===== src/rtl/npc_pkg.sv =====
package npc_pkg;

    typedef enum logic [1:0] {
        CTR_STRONG_NT = 2'b00,
        CTR_WEAK_NT   = 2'b01,
        CTR_WEAK_T    = 2'b10,
        CTR_STRONG_T  = 2'b11
    } ctr_e;

    typedef enum logic [1:0] {
        SRC_SEQ,
        SRC_TGT,
        SRC_FIX
    } src_e;

    function automatic ctr_e ctr_step(ctr_e cur, logic taken);
        ctr_e nxt;
        nxt = cur;
        if (taken) begin
            if (cur != CTR_STRONG_T) nxt = ctr_e'(cur + 2'd1);
        end else begin
            if (cur != CTR_STRONG_NT) nxt = ctr_e'(cur - 2'd1);
        end
        return nxt;
    endfunction

    function automatic logic ctr_leans_taken(ctr_e c);
        return c[1];
    endfunction

endpackage


===== src/rtl/npc_history.sv =====
module npc_history
    import npc_pkg::*;
#(
    parameter int ENTRIES = 64,
    localparam int IDX_W  = $clog2(ENTRIES)
) (
    input  logic             clk,
    input  logic             rst,
    input  logic [IDX_W-1:0] rd_idx,
    output logic             rd_taken,
    input  logic             wr_en,
    input  logic [IDX_W-1:0] wr_idx,
    input  logic             wr_taken
);
    ctr_e tbl [ENTRIES];

    always_ff @(posedge clk) begin
        if (rst) begin
            for (int i = 0; i < ENTRIES; i++) tbl[i] <= CTR_WEAK_NT;
        end else if (wr_en) begin
            tbl[wr_idx] <= ctr_step(tbl[wr_idx], wr_taken);
        end
    end

    assign rd_taken = ctr_leans_taken(tbl[rd_idx]);


    ctr_hold_high_chk: assert property (@(posedge clk) disable iff (rst)
        (wr_en && wr_taken && tbl[wr_idx] == CTR_STRONG_T)
        |=> tbl[$past(wr_idx)] == CTR_STRONG_T);


    ctr_hold_low_chk: assert property (@(posedge clk) disable iff (rst)
        (wr_en && !wr_taken && tbl[wr_idx] == CTR_STRONG_NT)
        |=> tbl[$past(wr_idx)] == CTR_STRONG_NT);


    ctr_loop_exit_chk: assert property (@(posedge clk) disable iff (rst)
        (wr_en && !wr_taken && tbl[wr_idx] == CTR_STRONG_T)
        |=> tbl[$past(wr_idx)] == CTR_WEAK_T);

endmodule


===== src/rtl/npc_target_cache.sv =====
module npc_target_cache #(
    parameter int ADDR_W  = 32,
    parameter int ENTRIES = 16,
    localparam int IDX_W  = $clog2(ENTRIES),
    localparam int TAG_W  = ADDR_W - IDX_W - 2
) (
    input  logic              clk,
    input  logic              rst,
    input  logic [IDX_W-1:0]  rd_idx,
    input  logic [TAG_W-1:0]  rd_tag,
    output logic              rd_hit,
    output logic [ADDR_W-1:0] rd_target,
    input  logic              wr_en,
    input  logic [IDX_W-1:0]  wr_idx,
    input  logic [TAG_W-1:0]  wr_tag,
    input  logic [ADDR_W-1:0] wr_target
);
    logic              vld [ENTRIES];
    logic [TAG_W-1:0]  tag [ENTRIES];
    logic [ADDR_W-1:0] tgt [ENTRIES];

    always_ff @(posedge clk) begin
        if (rst) begin
            for (int i = 0; i < ENTRIES; i++) begin
                vld[i] <= 1'b0;
                tag[i] <= '0;
                tgt[i] <= '0;
            end
        end else if (wr_en) begin
            vld[wr_idx] <= 1'b1;
            tag[wr_idx] <= wr_tag;
            tgt[wr_idx] <= wr_target;
        end
    end

    assign rd_hit    = vld[rd_idx] && (tag[rd_idx] == rd_tag);
    assign rd_target = tgt[rd_idx];


    alloc_fill_chk: assert property (@(posedge clk) disable iff (rst)
        wr_en |=> (vld[$past(wr_idx)] && tag[$past(wr_idx)] == $past(wr_tag)
                   && tgt[$past(wr_idx)] == $past(wr_target)));

endmodule


===== src/rtl/npc_select.sv =====
module npc_select
    import npc_pkg::*;
#(
    parameter int ADDR_W = 32
) (
    input  logic [ADDR_W-1:0] pc,
    input  logic              tgt_hit,
    input  logic [ADDR_W-1:0] tgt_addr,
    input  logic              dir_taken,
    input  logic              fix_valid,
    input  logic [ADDR_W-1:0] fix_pc,
    output logic [ADDR_W-1:0] next_pc,
    output logic              pred_taken,
    output logic              flush
);
    localparam logic [ADDR_W-1:0] STEP = ADDR_W'(4);

    src_e src;

    always_comb begin
        if (fix_valid)                 src = SRC_FIX;
        else if (tgt_hit && dir_taken) src = SRC_TGT;
        else                           src = SRC_SEQ;
    end

    always_comb begin
        unique case (src)
            SRC_FIX: next_pc = fix_pc;
            SRC_TGT: next_pc = tgt_addr;
            default: next_pc = pc + STEP;
        endcase
    end

    assign pred_taken = (src == SRC_TGT);
    assign flush      = (src == SRC_FIX);

endmodule


===== src/rtl/npc_predictor.sv =====
module npc_predictor
    import npc_pkg::*;
#(
    parameter int ADDR_W     = 32,
    parameter int TC_ENTRIES = 16,
    parameter int HT_ENTRIES = 64
) (
    input  logic              clk,
    input  logic              rst,
    input  logic [ADDR_W-1:0] fetch_pc_i,
    input  logic              upd_valid_i,
    input  logic [ADDR_W-1:0] upd_pc_i,
    input  logic              upd_taken_i,
    input  logic [ADDR_W-1:0] upd_target_i,
    input  logic              fix_valid_i,
    input  logic [ADDR_W-1:0] fix_pc_i,
    output logic [ADDR_W-1:0] next_pc_o,
    output logic              pred_taken_o,
    output logic              flush_o
);
    localparam int TC_IDX_W = $clog2(TC_ENTRIES);
    localparam int HT_IDX_W = $clog2(HT_ENTRIES);
    localparam int TAG_W    = ADDR_W - TC_IDX_W - 2;

    logic              tc_hit;
    logic [ADDR_W-1:0] tc_target;
    logic              ht_taken;
    logic [1:0]        unused_low;

    assign unused_low = upd_pc_i[1:0];

    npc_target_cache #(.ADDR_W(ADDR_W), .ENTRIES(TC_ENTRIES)) u_tcache (
        .clk       (clk),
        .rst       (rst),
        .rd_idx    (fetch_pc_i[TC_IDX_W+1:2]),
        .rd_tag    (fetch_pc_i[ADDR_W-1:TC_IDX_W+2]),
        .rd_hit    (tc_hit),
        .rd_target (tc_target),
        .wr_en     (upd_valid_i && upd_taken_i),
        .wr_idx    (upd_pc_i[TC_IDX_W+1:2]),
        .wr_tag    (upd_pc_i[ADDR_W-1:TC_IDX_W+2]),
        .wr_target (upd_target_i)
    );

    npc_history #(.ENTRIES(HT_ENTRIES)) u_hist (
        .clk      (clk),
        .rst      (rst),
        .rd_idx   (fetch_pc_i[HT_IDX_W+1:2]),
        .rd_taken (ht_taken),
        .wr_en    (upd_valid_i),
        .wr_idx   (upd_pc_i[HT_IDX_W+1:2]),
        .wr_taken (upd_taken_i)
    );

    npc_select #(.ADDR_W(ADDR_W)) u_sel (
        .pc         (fetch_pc_i),
        .tgt_hit    (tc_hit),
        .tgt_addr   (tc_target),
        .dir_taken  (ht_taken),
        .fix_valid  (fix_valid_i),
        .fix_pc     (fix_pc_i),
        .next_pc    (next_pc_o),
        .pred_taken (pred_taken_o),
        .flush      (flush_o)
    );


    fix_wins_chk: assert property (@(posedge clk) disable iff (rst)
        fix_valid_i |-> (next_pc_o == fix_pc_i && flush_o && !pred_taken_o));


    no_stray_flush_chk: assert property (@(posedge clk) disable iff (rst)
        !fix_valid_i |-> !flush_o);


    miss_not_taken_chk: assert property (@(posedge clk) disable iff (rst)
        !tc_hit |-> !pred_taken_o);


    taken_uses_target_chk: assert property (@(posedge clk) disable iff (rst)
        pred_taken_o |-> (next_pc_o == tc_target && ht_taken));

endmodule


===== config.mk =====
export PLATFORM = sky130hd
export DESIGN_NAME = npc_predictor
export DESIGN_NICKNAME = d
export VERILOG_FILES = /design/src/rtl/npc_pkg.sv /design/src/rtl/npc_history.sv /design/src/rtl/npc_target_cache.sv /design/src/rtl/npc_select.sv /design/src/rtl/npc_predictor.sv
export SDC_FILE = /design/constraint.sdc
export NUM_CORES = 2
export LEC_CHECK = 0
export CAP_MARGIN = 20
export CORE_MARGIN = 4
export CORE_UTILIZATION = 39
export CTS_BUF_LIST = sky130_fd_sc_hd__clkbuf_16
export DETAILED_ROUTE_END_ITERATION = 7
export SYNTH_ARGS = -nofsm -noshare
export SYNTH_HDL_FRONTEND = slang
export SYNTH_HIERARCHICAL = 1
export SYNTH_SLANG_ARGS = --single-unit
export TNS_END_PERCENT = 5

===== constraint.sdc =====
create_clock -name clk -period 11.3 [get_ports clk]
set_input_delay 3.39 -clock clk [delete_from_list [all_inputs] [get_ports clk]]
set_output_delay 3.39 -clock clk [all_outputs]
set_load 0.01 [all_outputs]

-- After elaboration in Yosys (flattened, before gate mapping)
Memory sizes are Yosys's and may differ from the RTL's.
Index checks and enable logic that the tools add are counted.
- register bits after elaboration: 0
- bits in writable memories: 1072
- output and inout port bits: 34
- memories kept: 4
- memories (name ; depth ; width ; read ports ; clocked after Yosys merged registers in ; write ports ; line ; text):
    u_tcache.tgt ; 16 ; 32 ; 1 ; 0 ; 16 ; npc_target_cache.sv:20 ; logic [ADDR_W-1:0] tgt [ENTRIES];
    u_tcache.tag ; 16 ; 26 ; 1 ; 0 ; 16 ; npc_target_cache.sv:19 ; logic [TAG_W-1:0] tag [ENTRIES];
    u_hist.tbl ; 64 ; 2 ; 2 ; 0 ; 64 ; npc_history.sv:15 ; ctr_e tbl [ENTRIES];
    u_tcache.vld ; 16 ; 1 ; 1 ; 0 ; 16 ; npc_target_cache.sv:18 ; logic vld [ENTRIES];
- add/subtract/negate cells: 3
- equality and inequality tests: 4
- muxes and demuxes: 28
- reductions and logical operators: 8
- operators by type and width (operator ; count):
    32-bit one-hot mux with 2 select lines ; 1
    32-bit by 3-bit adder with 32-bit output (second input constant) ; 1
    32-bit 2-to-1 mux ; 1
    32-bit OR reduction ; 1
    26-bit == test ; 1
    26-bit 2-to-1 mux ; 1
    26-bit OR reduction ; 1
    1-bit 2-to-1 mux ; 14
    2-bit 2-to-1 mux ; 7
    4-bit 2-to-1 mux ; 3
    6-bit 2-to-1 mux ; 1
    1-bit logical AND ; 3
    2-bit by 1-bit adder with 2-bit output (second input constant) ; 1
    2-bit by 1-bit == test with 1-bit output (second input constant) ; 1
    2-bit == test (second input constant) ; 1
    2-bit != test (second input constant) ; 1
    2-bit nonzero test ; 1
    2-bit OR reduction ; 1
    2-bit by 1-bit subtractor with 2-bit output (second input constant) ; 1
    1-bit OR reduction ; 1

-- Longest topological paths before layout
An unclocked memory read counts as a cell.
- depth after elaboration: 8
- mapped depth: 18
- gate-level depth less buffers: 11

-- Hierarchy
The synthesis kept the hierarchy.
- by module, submodules not included (module ; times used ; cells each ; area each (sq um) ; sequential area each (sq um)):
    npc_target_cache ; 1 ; 2600 ; 42771.0 ; 28187.0
    npc_history ; 1 ; 625 ; 7086.8 ; 3843.7
    npc_select ; 1 ; 198 ; 1271.2 ; 0.0
    npc_predictor ; 1 ; 1 ; 6.3 ; 0.0

-- Worst setup path before layout
OpenSTA, ideal clock, no wires.
- path type: input -> output
- start point: input port fetch_pc_i[2]
- end point: output port next_pc_o[19]
- data arrival time: 6.686 ns
- slack: 1.224 ns
- cell stages on the path: 12
- buffers on the path: 4
- cell sequence: clkbuf_1 buf_1 mux4_2 mux4_2 a211oi_1 a21oi_1 and2_1 clkbuf_1 nor2_1 clkbuf_1 a211oi_1 a21oi_1
- elaborated cells between the ends (all ways): 13
- those cells by class: add/sub (1); eq/ne (3); mux (3); reduce/logical (2); memory (4)
- RTL lines (what ; line ; text):
    from (decl) ; npc_predictor.sv:10 ; input logic [ADDR_W-1:0] fetch_pc_i,
    memory read 64 x 2 bit * ; -- ;
    via ht_taken ; npc_predictor.sv:27 ; logic ht_taken;
    1-bit logical AND * ; npc_select.sv:22 ; else if (tgt_hit && dir_taken) src = SRC_TGT;
    1-bit 2-to-1 mux * ; npc_select.sv:22 ;
    2-bit 2-to-1 mux * ; npc_select.sv:21 ; if (fix_valid) src = SRC_FIX;
    2-bit by 1-bit == test with 1-bit output or 2-bit == test (tied branches) ; npc_select.sv:27 ; unique case (src)
    32-bit one-hot mux with 2 select lines * ; npc_select.sv:27 ;
    to (decl) ; npc_predictor.sv:17 ; output logic [ADDR_W-1:0] next_pc_o,
Mark *: on every way through the listed nets, which the timed path passes. The rest lies on a longest branch.

-- Final worst setup path
- start point: input port fetch_pc_i[2]
- end point: output port next_pc_o[27]
- longest elaborated chain between the ends: 8
- elaborated cells between the ends (all ways): 13
- those cells by class: add/sub (1); eq/ne (3); mux (3); reduce/logical (2); memory (4)
- ends and longest elaborated chain (what ; line ; text):
    memory read 16 x 26 bit ; -- ;
    26-bit == test ; npc_target_cache.sv:36 ; assign rd_hit = vld[rd_idx] && (tag[rd_idx] == rd_tag);
    1-bit logical AND * ; npc_target_cache.sv:36 ;
    via tc_hit ; npc_predictor.sv:25 ; logic tc_hit;
    1-bit logical AND * ; npc_select.sv:22 ;
    1-bit 2-to-1 mux * ; npc_select.sv:22 ;
    2-bit 2-to-1 mux * ; npc_select.sv:21 ;
    2-bit by 1-bit == test with 1-bit output or 2-bit == test (tied branches) ; npc_select.sv:27 ;
    32-bit one-hot mux with 2 select lines * ; npc_select.sv:27 ;
Marks and branches as above.

==> results.yml <==
status:
  status: "finished clean"
global_routing:
  gr-total-overflow: 0
  grt_pass1_wl_um: 222000
  grt_pass1_vias: 30605
  track_usage: 0.225
  antenna_found_initial: 17
  grt_max_degree: 103
timing:
  whs_ps: 450
  setup_viol: 0
  setup_tns_ps: 0
  tightest_slew_ps: 1170
  skew_ps: 32.6
  timing.fmax_mhz: 89.6
  slew_violations: 0
  post-route-period-util: 0.987
  final.min_clock_period_ps: 11160
  slew_headroom: 0.218
  final_hold_viol_count: 0
floorplan:
  core_um2: 130000
  row_count: 132
  design.die.area_um2: 137000
  ios: 167
  start_util: 0.394
  dieWidth_um: 370
  die_height_um: 370
logic_synthesis:
  async_flop_share: 0
  syn_area_um2: 51100
  synth_top_area_frac: 0.620
  syn_nets: 3558
  synth_warnings: 6
  synth-main-ff-cell: "edfxtp_1"
  avgSynthCellArea_um2: 14.9
  yosys.area.top_type: "edfxtp_1"
  synthCells: 3424
  synth_edf_count: 1056
  synth.area.top_cells: "edfxtp_1, mux4_2, and2_1"
  ys_ff_latch: 1072
  ys_types: 75
  yosysSeqAreaShare: 0.626
worst_setup_path:
  r2r_slack_ps: 7800
  cp_num_buf_inv: 5
  slowest_delay_ps: 510
  r2r_cells: 8
  cpMostUsedCell: "buf_12"
  cp_slowest_cell: "a2111oi_4"
  reg2reg_to: "u_hist/tbl[9][0]$_SDFFCE_PN1P_"
  end_kind: "output pin"
  critPathMaxFanout: 21
  arrival_ps: 7770
  r2r_start: "u_hist/tbl[23][1]$_SDFFCE_PN0P_"
  critPathKind: "in -> out"
  path_cells: "buf_8 -> buf_4 -> mux4_2 -> mux2i_1 -> o22ai_1 -> nor4_1 -> o221ai_1 -> a2111oi_4 -> and2_1 -> buf_12 -> nor2_2 -> buf_12 -> a211oi_1 -> a21oi_1 -> clkdlybuf4s50_1"
  cp_top_family: "buffers and inverters"
  critPathRequiredTime_ps: 7910
  startpoint_type: "input pin"
worst_hold_path:
  min_path_cells: 1
  hp-class: "reg -> reg"
  hold_path_end: "u_tcache/vld[12]$_DFF_P_"
  min-delay-start: "u_tcache/vld[12]$_DFF_P_"
power_and_ir_drop:
  powerDensity_nw_per_um2: 153
  irDropWorstVdd_mv: 0.108
  leakage_uw: 0.0197
clock_network:
  cts_root_buf: "clkbuf_16"
  cts_tree: "yes"
  postCtsSetupBuffers: 0
  cts.clk_slew.worst_paths_ps: 60
  clk_latency_ps: 730
  clk_path_buf_depth: 3
  holdBufCountCts: 0
  cts_buffers: 111
  cts.sinks: 1072
  cts.htree.levels: 3
  cts_resized: 0
route:
  detail-route-antenna-nets: 0
  remaining_drc_errors: 0
  viasPerCell: 5.71
  routed_wl_um: 156000
  vias: 30587
  first_pass_iters: 6
  wire_per_inst_um: 29.1
  drt_iter0_drc: 3801
place:
  hpwl_um: 86600
  gp_congestion: 0.855
  port_buffers: 164
  dp_cells: 5141
cells_and_area:
  area_delta_synth_final_pct: 13.9
  drive_above_1_share: 0.175
  final_cells: 5353
  final_core_util: 0.449
  nNetsFinal: 3647
run:
  drv_cap: 0
## state kept, by name, summed over array words and instances (netlist names)
register	flops
u_tcache/tag	416
u_tcache/tgt	512
u_tcache/vld	16
u_hist/tbl	128
## cells by family after synthesis
logic type,count (synthesis),share of synthesized area
buf+inv,344,0.0317
compound gates,221,0.0298
mux,373,0.147
simple gates,1358,0.155
fa+ha+maj,3,0.000661
xor+xnor,53,0.00908
flops,1072,0.626
## area by class of cell
class	instances	area (um2)
Clock inverter	90	513
Inverter	23	88.8
Fill cell	11376	71600
Tap cell	1742	2180
Antenna cell	7	17.5
Timing Repair Buffer	297	2780
Sequential cell	1072	32000
Multi-Input combinational cell	2008	17800
Clock buffer	114	2850
## where the power goes
group | leakage (uW) | switching [uW] | internal (uW)
combinational | 0.00792 | 514 | 339
sequential | 0.0101 | 52.5 | 4560
clock | 0.00172 | 1550 | 1880
## synth_stat cells (all sizes together), types with 20 or more instances
cell type	instances
a21oi	27
and2	932
buf	97
clkbuf	224
edfxtp	1056
inv	23
mux2i	69
mux4	300
nand2	103
nand3	78
nor2	98
nor3	49
nor4	20
o21ai	59
xnor2	28
xor2	25
## worst max-delay path by stage
stage	start	endpoint	slack [ps]	cells after the start
after global routing	fetch_pc_i[2]	next_pc_o[3]	-80	14
after floorplan	fetch_pc_i[2]	next_pc_o[19]	1220	12
after CTS	fetch_pc_i[2]	next_pc_o[3]	90	14
after global placement	fetch_pc_i[2]	next_pc_o[27]	130	15
final	fetch_pc_i[2]	next_pc_o[27]	140	15
after detailed placement	fetch_pc_i[2]	next_pc_o[27]	110	15
## per-layer routing
metal | vias to the layer above | share of wire | global-route usage
met2 | 1496 | 0.47 | 0.362
met3 | 239 | 0.091 | 0.0379
met5 | - | 0.00013 | 0
li1 | 12989 | - | -
met1 | 15859 | 0.41 | 0.318
met4 | 4 | 0.024 | 0.0603
## layout by cell type (no fill, tap or decap), types with 16 or more instances in the layout
cell	count
clkdlybuf4s50_1	158
nor3_1	45
nand3_1	77
nand4_1	16
o31ai_1	18
a21o_1	17
o21ai_0	46
nor2b_1	16
dfxtp_1	16
xor2_1	24
mux2i_1	69
edfxtp_1	1056
and2_1	932
nor2_1	85
nor4_1	16
a21oi_1	26
clkinv_2	20
inv_1	40
clkbuf_16	114
xnor2_1	28
nand2_1	103
mux4_2	290
buf_4	121
clkinv_1	41
## stage by stage
stage	setup slack, ps	area (um2)	total power (uW)
finish	144	58200	8890
global route	-78.8	58200	9180
CTS	86.1	58200	8950
detailed placement	106	54800	5540
global placement	125	54800	5530
floorplan	1220	51100	5190
(Power assumes the default switching activity.)
